### src/rtl/dma_ag_pkg.sv
package dma_ag_pkg;

    typedef enum logic [1:0] {
        AM_FIXED = 2'b00,
        AM_INCR  = 2'b01,
        AM_INDEX = 2'b10,
        AM_RSVD  = 2'b11
    } addr_mode_e;

endpackage

### src/rtl/dma_ag_side.sv
module dma_ag_side
    import dma_ag_pkg::*;
#(
    parameter int ADDR_W = 32,
    parameter int OFS_W  = 16
) (
    input  logic              clk,
    input  logic              rst_n,
    input  logic              start_i,
    input  logic [ADDR_W-1:0] start_addr_i,
    input  logic [1:0]        mode_i,
    input  logic [1:0]        size_i,
    input  logic [OFS_W-1:0]  elem_ofs_i,
    input  logic [OFS_W-1:0]  frame_ofs_i,
    input  logic              step_i,
    input  logic              frame_step_i,
    output logic [ADDR_W-1:0] addr_o,
    output logic              misalign_o
);
    localparam int EXT_W = ADDR_W - OFS_W;

    typedef struct packed {
        logic [ADDR_W-1:0] addr;
        addr_mode_e        mode;
        logic [1:0]        size;
        logic [OFS_W-1:0]  eofs;
        logic [OFS_W-1:0]  fofs;
        logic              misalign;
    } side_t;

    side_t             d, q;
    logic [ADDR_W-1:0] step_amt;
    logic [ADDR_W-1:0] start_mask;

    always_comb begin
        d          = q;
        start_mask = (ADDR_W'(1) << size_i) - ADDR_W'(1);
        case (q.mode)
            AM_INCR:  step_amt = ADDR_W'(1) << q.size;
            AM_INDEX: step_amt = frame_step_i ? {{EXT_W{q.fofs[OFS_W-1]}}, q.fofs}
                                              : {{EXT_W{q.eofs[OFS_W-1]}}, q.eofs};
            default:  step_amt = '0;
        endcase
        if (start_i) begin
            d.addr     = start_addr_i;
            d.mode     = addr_mode_e'(mode_i);
            d.size     = size_i;
            d.eofs     = elem_ofs_i;
            d.fofs     = frame_ofs_i;
            d.misalign = |(start_addr_i & start_mask);
        end else if (step_i) begin
            d.addr = q.addr + step_amt;
        end
    end

    always_ff @(posedge clk or negedge rst_n) begin
        if (!rst_n) q <= '0;
        else        q <= d;
    end

    assign addr_o     = q.addr;
    assign misalign_o = q.misalign;

endmodule

### src/rtl/dma_ag_seq.sv
module dma_ag_seq #(
    parameter int CNT_W = 13
) (
    input  logic             clk,
    input  logic             rst_n,
    input  logic             start_i,
    input  logic [CNT_W-1:0] elem_cnt_i,
    input  logic [CNT_W-1:0] frame_cnt_i,
    input  logic             done_i,
    output logic             active_o,
    output logic             step_o,
    output logic             frame_step_o,
    output logic             frame_end_o,
    output logic             block_end_o
);
    typedef struct packed {
        logic             active;
        logic [CNT_W-1:0] eidx;
        logic [CNT_W-1:0] fidx;
        logic [CNT_W-1:0] elast;
        logic [CNT_W-1:0] flast;
        logic             frame_end;
        logic             block_end;
    } seq_t;

    seq_t d, q;
    logic last_e, last_f;

    always_comb begin
        d            = q;
        d.frame_end  = 1'b0;
        d.block_end  = 1'b0;
        step_o       = 1'b0;
        frame_step_o = 1'b0;
        last_e       = (q.eidx == q.elast);
        last_f       = (q.fidx == q.flast);
        if (start_i) begin
            d.active = 1'b1;
            d.eidx   = '0;
            d.fidx   = '0;
            d.elast  = (elem_cnt_i  == '0) ? '0 : elem_cnt_i  - CNT_W'(1);
            d.flast  = (frame_cnt_i == '0) ? '0 : frame_cnt_i - CNT_W'(1);
        end else if (q.active && done_i) begin
            d.frame_end = last_e;
            if (last_e && last_f) begin
                d.active    = 1'b0;
                d.block_end = 1'b1;
            end else begin
                step_o       = 1'b1;
                frame_step_o = last_e;
                if (last_e) begin
                    d.eidx = '0;
                    d.fidx = q.fidx + CNT_W'(1);
                end else begin
                    d.eidx = q.eidx + CNT_W'(1);
                end
            end
        end
    end

    always_ff @(posedge clk or negedge rst_n) begin
        if (!rst_n) q <= '0;
        else        q <= d;
    end

    assign active_o    = q.active;
    assign frame_end_o = q.frame_end;
    assign block_end_o = q.block_end;

endmodule

### src/rtl/dma_addr_gen.sv
module dma_addr_gen #(
    parameter int ADDR_W = 32,
    parameter int OFS_W  = 16,
    parameter int CNT_W  = 13
) (
    input  logic              clk,
    input  logic              rst_n,
    input  logic              start_i,
    input  logic [ADDR_W-1:0] src_start_i,
    input  logic [ADDR_W-1:0] dst_start_i,
    input  logic [1:0]        elem_size_i,
    input  logic [1:0]        src_mode_i,
    input  logic [1:0]        dst_mode_i,
    input  logic [OFS_W-1:0]  src_elem_ofs_i,
    input  logic [OFS_W-1:0]  src_frame_ofs_i,
    input  logic [OFS_W-1:0]  dst_elem_ofs_i,
    input  logic [OFS_W-1:0]  dst_frame_ofs_i,
    input  logic [CNT_W-1:0]  elem_cnt_i,
    input  logic [CNT_W-1:0]  frame_cnt_i,
    input  logic              elem_done_i,
    output logic [ADDR_W-1:0] src_addr_o,
    output logic [ADDR_W-1:0] dst_addr_o,
    output logic              active_o,
    output logic              frame_end_o,
    output logic              block_end_o,
    output logic              src_misalign_o,
    output logic              dst_misalign_o
);
    logic step, frame_step;

    dma_ag_seq #(.CNT_W(CNT_W)) u_seq (
        .clk          (clk),
        .rst_n        (rst_n),
        .start_i      (start_i),
        .elem_cnt_i   (elem_cnt_i),
        .frame_cnt_i  (frame_cnt_i),
        .done_i       (elem_done_i),
        .active_o     (active_o),
        .step_o       (step),
        .frame_step_o (frame_step),
        .frame_end_o  (frame_end_o),
        .block_end_o  (block_end_o)
    );

    dma_ag_side #(.ADDR_W(ADDR_W), .OFS_W(OFS_W)) u_src (
        .clk          (clk),
        .rst_n        (rst_n),
        .start_i      (start_i),
        .start_addr_i (src_start_i),
        .mode_i       (src_mode_i),
        .size_i       (elem_size_i),
        .elem_ofs_i   (src_elem_ofs_i),
        .frame_ofs_i  (src_frame_ofs_i),
        .step_i       (step),
        .frame_step_i (frame_step),
        .addr_o       (src_addr_o),
        .misalign_o   (src_misalign_o)
    );

    dma_ag_side #(.ADDR_W(ADDR_W), .OFS_W(OFS_W)) u_dst (
        .clk          (clk),
        .rst_n        (rst_n),
        .start_i      (start_i),
        .start_addr_i (dst_start_i),
        .mode_i       (dst_mode_i),
        .size_i       (elem_size_i),
        .elem_ofs_i   (dst_elem_ofs_i),
        .frame_ofs_i  (dst_frame_ofs_i),
        .step_i       (step),
        .frame_step_i (frame_step),
        .addr_o       (dst_addr_o),
        .misalign_o   (dst_misalign_o)
    );

endmodule

### config.mk
export PLATFORM = sky130hd
export DESIGN_NAME = dma_addr_gen
export DESIGN_NICKNAME = d
export VERILOG_FILES = /design/src/rtl/dma_ag_pkg.sv /design/src/rtl/dma_ag_side.sv /design/src/rtl/dma_ag_seq.sv /design/src/rtl/dma_addr_gen.sv
export SDC_FILE = /design/constraint.sdc
export NUM_CORES = 1
export LEC_CHECK = 0
export ABC_AREA = 1
export ABC_CLOCK_PERIOD_IN_PS = 6450
export BUFFER_PORTS_ARGS = -buffer_cell sky130_fd_sc_hd__buf_2
export CELL_PAD_IN_SITES_DETAIL_PLACEMENT = 1
export CELL_PAD_IN_SITES_GLOBAL_PLACEMENT = 2
export CORE_ASPECT_RATIO = 0.9
export CORE_UTILIZATION = 35
export DETAILED_ROUTE_END_ITERATION = 7
export PLACE_DENSITY_LB_ADDON = 0.1
export SYNTH_ARGS = -nofsm -noshare
export SYNTH_HDL_FRONTEND = slang
export SYNTH_SLANG_ARGS = --single-unit
### constraint.sdc
create_clock -name clk -period 6.45 [get_ports clk]
set_input_delay 0.645 -clock clk [delete_from_list [all_inputs] [get_ports clk]]
set_output_delay 0.645 -clock clk [all_outputs]
set_load 0.01 [all_outputs]
==> run metrics, run 1 <==
critical path's slowest cell=nand3_2; Synth Area in XOR/XNOR=roughly 4.7%; die span in x=around 210 um; Lkg Pwr=about 7.4 nW; routed wire length=45500 um; via count=roughly 13000; Max H-tree Level=4; clock sinks=about 190; IO Pins=between 200 and 250; fin. max-slew vios=0; final setup vio count=0; WHS=approximately 0.14 ns; Worst R2R Path Depth=26; CTS tree=built; GRT overflow=0; Slew headroom=around 30%; register area=4780 um^2; commonest cells after routing, fill and taps aside=488 x nand2_1, 230 x buf_2, 191 x dfrtp_1; post-synthesis register bit count=191; Post-synth EDFFs=0; mux share of post-synthesis cell area=0%; clk root buf=clkbuf_16; core footprint=37300 um^2; worst-case clock buffer depth=2; status=finished, final reports clean; Routed Antenna Nets=0; largest net degree at the start of global routing=just over 80; die height=187 um; mean area per synthesized cell=~7.3 um^2; synthesized cell area=13300 um^2; Net Count, Synth=roughly 2100; TritonCTS Buffers=17; fill count=4690; endpoint type of the worst setup path=flip-flop; actual slew at the worst max-slew pin=1.04 ns; Synth Area in Compound Gates=between 10% and 20%; Initial Utilization=between 30 and 40%; final hold violations=0; Startpoint Class=flip-flop; cell mode on critical path=nand2_1; layout cells sized above 1=between 10% and 20%; Post-CTS Setup Bufs=0; adder-cell share of the synthesized area=6.99%; placer congestion estimate=0.883; Layout area overhead=13.0%; top_reg_cell synth=dfrtp_1; Synth Area in Simple Gates=between 20% and 30%; Maximum Capacitance Violations=0; Iter 0 DRT Violations=between 500 and 600; max incr delay on CP=just over 0.6 ns; critical path's top delay family=simple AND/OR/NAND/NOR gates; peak fanout along the critical path=36; hold_buf cts=0; # DRC=0; Hold Path Class=in -> async; Syn Inst Count=1820; peak supply drop=roughly 150 uV; DPL Wire Length=around 35000 um; Layout Skew=0.0101 ns; Worst Path Required=about 6.8 ns; worst path buffer plus inverter count=6; wire per inst=approximately 19 um; Power per Cell Area=around 220 nW/um^2; first-pass GRT wire length=73500 um; Ys Warns=0; Clock Latency Late Sink=between 0.4 and 0.5 ns; row count=67; PortBufs=about 230; RSZ-0062 raised after global routing=false; vias in the first global route=13324; Async SR Flop Fraction=100%; sequential element share of the synthesized area=a little over a third; final period utilization=between 70 and 80%; initial antenna violation count=0; setup_tns=0 ns; commonest non-fill, non-tap cell in the layout=nand2_1; Reg clk slew, reported paths=roughly 0.08 ns; crit path time final=between 4 and 5 ns; Ant. Diodes=0; DR vias/cell=roughly 5; worst path arrival time=5.28 ns; Post-CTS Resized=0; Crit Path Category=reg -> reg; FMAX=between 200 and 250 MHz; area occupied by multi-input gates=a little over 7000 um^2; main combinational cell family by area after synthesis=simple AND/OR/NAND/NOR gates; CP Depth=26; nets=~2200; DIE AREA=about 39000 um^2; Synth cell types=47; GRT Total Usage=about 24%; first drt pass iteration count=4
## through the flow
stage / util (%) / instances / power [mW] / instance area, um^2 / setup slack, ns
3_5_place_dp: 38.7 / 2426 / 2.27 / 14400 / 1.40
3_3_place_gp: 38.7 / 2426 / 2.26 / 14400 / 1.62
4_1_cts: 40.3 / 2458 / 3.40 / 15000 / 1.51
5_1_grt: 40.3 / 2458 / 3.56 / 15000 / 0.897
6_report: 40.3 / 2458 / 3.36 / 15000 / 1.52
2_1_floorplan: - / 1820 / 1.99 / 13300 / 2.80
## where the power goes
group / switching [mW] / internal [mW] / total, mW
clock: 0.556 / 0.555 / 1.11
combinational: 0.549 / 0.299 / 0.849
sequential: 0.0910 / 1.31 / 1.40
## synth_stat cells, drive strengths merged (2+ instances only)
master,n,area (um^2)
o22ai,19,119
inv,183,687
a211oi,24,180
a21o,9,67.6
fa,2,40.0
o41ai,2,17.5
clkinv,2,7.51
nand3,87,445
o2111ai,2,17.5
a21oi,115,587
dfrtp,191,4780
xor2,37,324
ha,71,888
or2,4,25.0
a22oi,30,225
nand4,18,113
nor4,15,93.8
o211ai,18,135
nor2,138,557
nor3,29,145
o21bai,3,22.5
nand2,490,1840
a31oi,2,12.5
clkbuf,35,131
a221oi,2,17.5
buf,82,578
xnor2,35,307
o31ai,7,52.6
o221ai,3,26.3
o21ai,158,791
## sequential cells by signal, indices dropped and copies added, names as in the netlist
| name | cells |
|---|---|
| u_seq.block_end_o | 1 |
| u_src.addr_o | 32 |
| u_seq.q | 52 |
| u_dst.q | 34 |
| u_seq.frame_end_o | 1 |
| u_seq.active_o | 1 |
| u_dst.misalign_o | 1 |
| u_src.q | 36 |
| u_dst.addr_o | 32 |
| u_src.misalign_o | 1 |
## layout make-up
type                    count  area share (%)
repair buffers            240            8.23
clock buffers              17            2.83
clock inverters            15            1.14
flip-flops and latches    191            31.8
multi-input cells        1327            47.3
well taps                 483            4.02
inverters                 185            4.62
## worst register-to-register path, delay by kind of cell, from the launching register on
kind	cells	cell delay (ns)
AND/OR/NAND/NOR	14	2.04
AO/OA/AOI/OAI	5	0.98
buffers and inverters	6	0.86
flip-flops	1	0.52
adder cells (fa/ha/maj)	1	0.42
## layer usage
layer	part of all wire (%)	GRT usage [%]	wire, um
met5	0	0	0
met2	45	38.9	20600
met3	3.3	3.98	1500
met1	50	33.4	22600
met4	1.9	6.52	873
## path summary, 6_finish.rpt
path                                         start          endpoint  slack (ns)
worst min-delay path                         rst_n       u_seq.q[25]        0.14
worst min register to register          u_src.q[2]        u_src.q[2]        0.47
worst max-delay path                   u_seq.q[49]  u_dst.addr_o[18]        1.52
max in group asynchronous                    rst_n  u_dst.addr_o[14]        4.86
worst max register to register         u_seq.q[49]  u_dst.addr_o[18]        1.52
min in group clk                dst_frame_ofs_i[8]        u_dst.q[9]        0.38
## cell families after synthesis
| group | after synthesis |
|---|---|
| AO/OA/AOI/OAI | 397 |
| XOR/XNOR | 72 |
| adder cells (fa/ha/maj) | 73 |
| buffers and inverters | 302 |
| flip-flops | 191 |
| AND/OR/NAND/NOR | 785 |
No activity file was read; power rests on OpenSTA's default activity.
==> run 2: changes to the inputs <==
ABC_CLOCK_PERIOD_IN_PS = 4000   (was 6450)
CORE_UTILIZATION = 29   (was 35)
clock period = 4 ns   (was 6.45 ns; I/O delays follow)
==> run metrics, run 2 (synthesis gave the netlist of run 1 again) <==
commonest non-fill, non-tap cell in the layout=nand2_1; DR vias/cell=a little under 5; peak supply drop=about 340 uV; first-pass GRT wire length=just under 80000 um; largest registers=u_seq.q x52, u_src.q x36, u_dst.q x34; max incr delay on CP=0.38 ns; PortBufs=between 200 and 250; Layout area overhead=18.9%; vias in the first global route=13407; GRT Total Usage=a little over a fifth; worst hold stages=3; critical-path cell list=inv_1 > nand2_1 > nand2_1 > inv_1 > nand2_1 > nor2_1 > nand2_2 > nor2_8 > buf_4 > nand4_1 > buf_4 > nand3_2 > clkinvlp_4 > buf_4 > buf_4 > ha_1 > nand2_2 > nor3_1 > nand3_1 > o211ai_1 > a21oi_1 > o21ai_0 > nand3_1; WHS Endpoint=u_dst.q[12]; flip-flop count of the largest register after layout=52; DIE AREA=about 47000 um^2; Worst Path Required=around 4.4 ns; Power per Cell Area=around 350 nW/um^2; Hold Path Class=in -> reg; Reg with most FFs=u_seq.q; Startpoint Class=flip-flop; Iter 0 DRT Violations=658; clk root buf=clkbuf_16; IO Pins=around 230; final period utilization=91.5%; TritonCTS Buffers=17; Worst R2R Path Depth=23; routed wire length=a little under 50000 um; Max H-tree Level=4; RR Startpoint=u_seq.q[23]; commonest cells after routing, fill and taps aside=482 x nand2_1, 230 x buf_2, 191 x dfrtp_1; final hold violations=0; R2R Path End=u_src.addr_o[21]; actual slew at the worst max-slew pin=0.930 ns; layout cells sized above 1=18.6%; Design Area, Final=approximately 16000 um^2; Layout Skew=0.0115 ns; Initial Utilization=29.4%; DPL Wire Length=roughly 38000 um; fin. max-slew vios=0; Pwr Total=~5.6 mW; crit path time final=between 3 and 4 ns; FMAX=about 270 MHz; RSZ-0062 raised after global routing=true; first drt pass iteration count=5; initial antenna violation count=2; clock sinks=about 190; GRT overflow=0; die span in x=roughly 230 um; Lkg Pwr=roughly 7.7 nW; Maximum Capacitance Violations=0; nets=between 2000 and 2500; status=finished, final reports clean; CTS tree=built; # DRC=0; Clock Latency Late Sink=between 0.4 and 0.5 ns; critical path's slowest cell=dfrtp_1; cell mode on critical path=buf_4; placer congestion estimate=approximately 0.87; via count=approximately 13000; peak fanout along the critical path=9; flop2flop setup slack=approximately 0.34 ns; worst path arrival time=4.04 ns; endpoint type of the worst setup path=flip-flop; wire per inst=around 19 um; largest net degree at the start of global routing=between 80 and 90; worst-case clock buffer depth=2; Slew headroom=37.4%; Routed Antenna Nets=0; Crit Path Category=reg -> reg; row count=between 70 and 80; worst hold start=dst_frame_ofs_i[11]; dpl cell area=roughly 15000 um^2; core footprint=~45000 um^2; Reg clk slew, reported paths=roughly 0.08 ns; die height=205 um; final setup vio count=0
## run 2: changes by cell type in the layout (fill, tap and decap cells not counted), sizes merged
cell and delta:
buf +54, inv -5, clkinvlp +4, bufinv +2, diode +2, clkinv -1
dlygate4sd3 +1
## run 2: worst max path at each step
| stage | start | endpoint | slack (ns) |
|---|---|---|---|
| 2_1_floorplan | u_seq.q[28] | u_dst.addr_o[18] | 0.35 |
| 3_3_place_gp | u_seq.q[28] | u_src.addr_o[31] | -0.07 |
| 3_5_place_dp | u_seq.q[47] | u_src.addr_o[31] | -0.12 |
| 4_1_cts | u_seq.q[33] | u_src.addr_o[18] | 0.01 |
| 5_1_grt | u_seq.q[52] | u_src.addr_o[21] | -0.04 |
| 6_report | u_seq.q[23] | u_src.addr_o[21] | 0.34 |
## run 2: area by class of cell
type | instances | area [um^2]
fillers | 5607 | 29500
multi-input cells | 1327 | 7230
flip-flops and latches | 191 | 4780
repair buffers | 295 | 1710
well taps | 608 | 761
inverters | 185 | 698
clock buffers | 17 | 425
clock inverters | 15 | 203
diodes | 2 | 5.00
## run 2: report_power, final
part,switching (mW),leakage (nW),internal [mW],total (mW)
logic,0.909,5.03,0.520,1.43
registers,0.149,2.36,2.11,2.26
clock network,0.918,0.299,1.01,1.92
## run 2: worst max-delay path: cells and delay by family (launching register included)
kind / cells / cell delay [ns]
AO/OA/AOI/OAI: 3 / 0.48
adder cells (fa/ha/maj): 1 / 0.36
buffers and inverters: 7 / 1.00
flip-flops: 1 / 0.38
AND/OR/NAND/NOR: 12 / 1.32
## run 2: stage by stage
| stage | TNS, ns | cells | hold WS [ns] | utilization (%) | worst slack [ns] |
|---|---|---|---|---|---|
| finish | 0 | 2640 | 0.106 | 34.9 | 0.340 |
| global route | -0.0823 | 2638 | 0.109 | 34.9 | -0.0383 |
| CTS | 0 | 2629 | 0.0705 | 34.5 | 0.0146 |
| detailed placement | -0.136 | 2593 | 0.462 | 33.0 | -0.117 |
| global placement | -0.0721 | 2593 | 0.457 | 33.0 | -0.0721 |
| floorplan | 0 | 1820 | 0.104 | - | 0.355 |
## run 2: per-layer routing
layer | up-vias | track usage, % | routed length, um
li1 | 6399 | - | -
met4 | 0 | 6.83 | 794
met5 | - | 0 | 0
met3 | 36 | 2.74 | 1530
met2 | 184 | 35.0 | 22300
met1 | 6215 | 30.1 | 24300
## run 2: what timing repair did
action | 4_1_cts | 5_1_grt
hold buffers | 1 | 0
hold endpoints to repair | 27 | 0
gates resized for setup | 3 | 36
pin swaps | 0 | 6
endpoints found under the setup margin | 5 | 38
setup buffers | 3 | 9
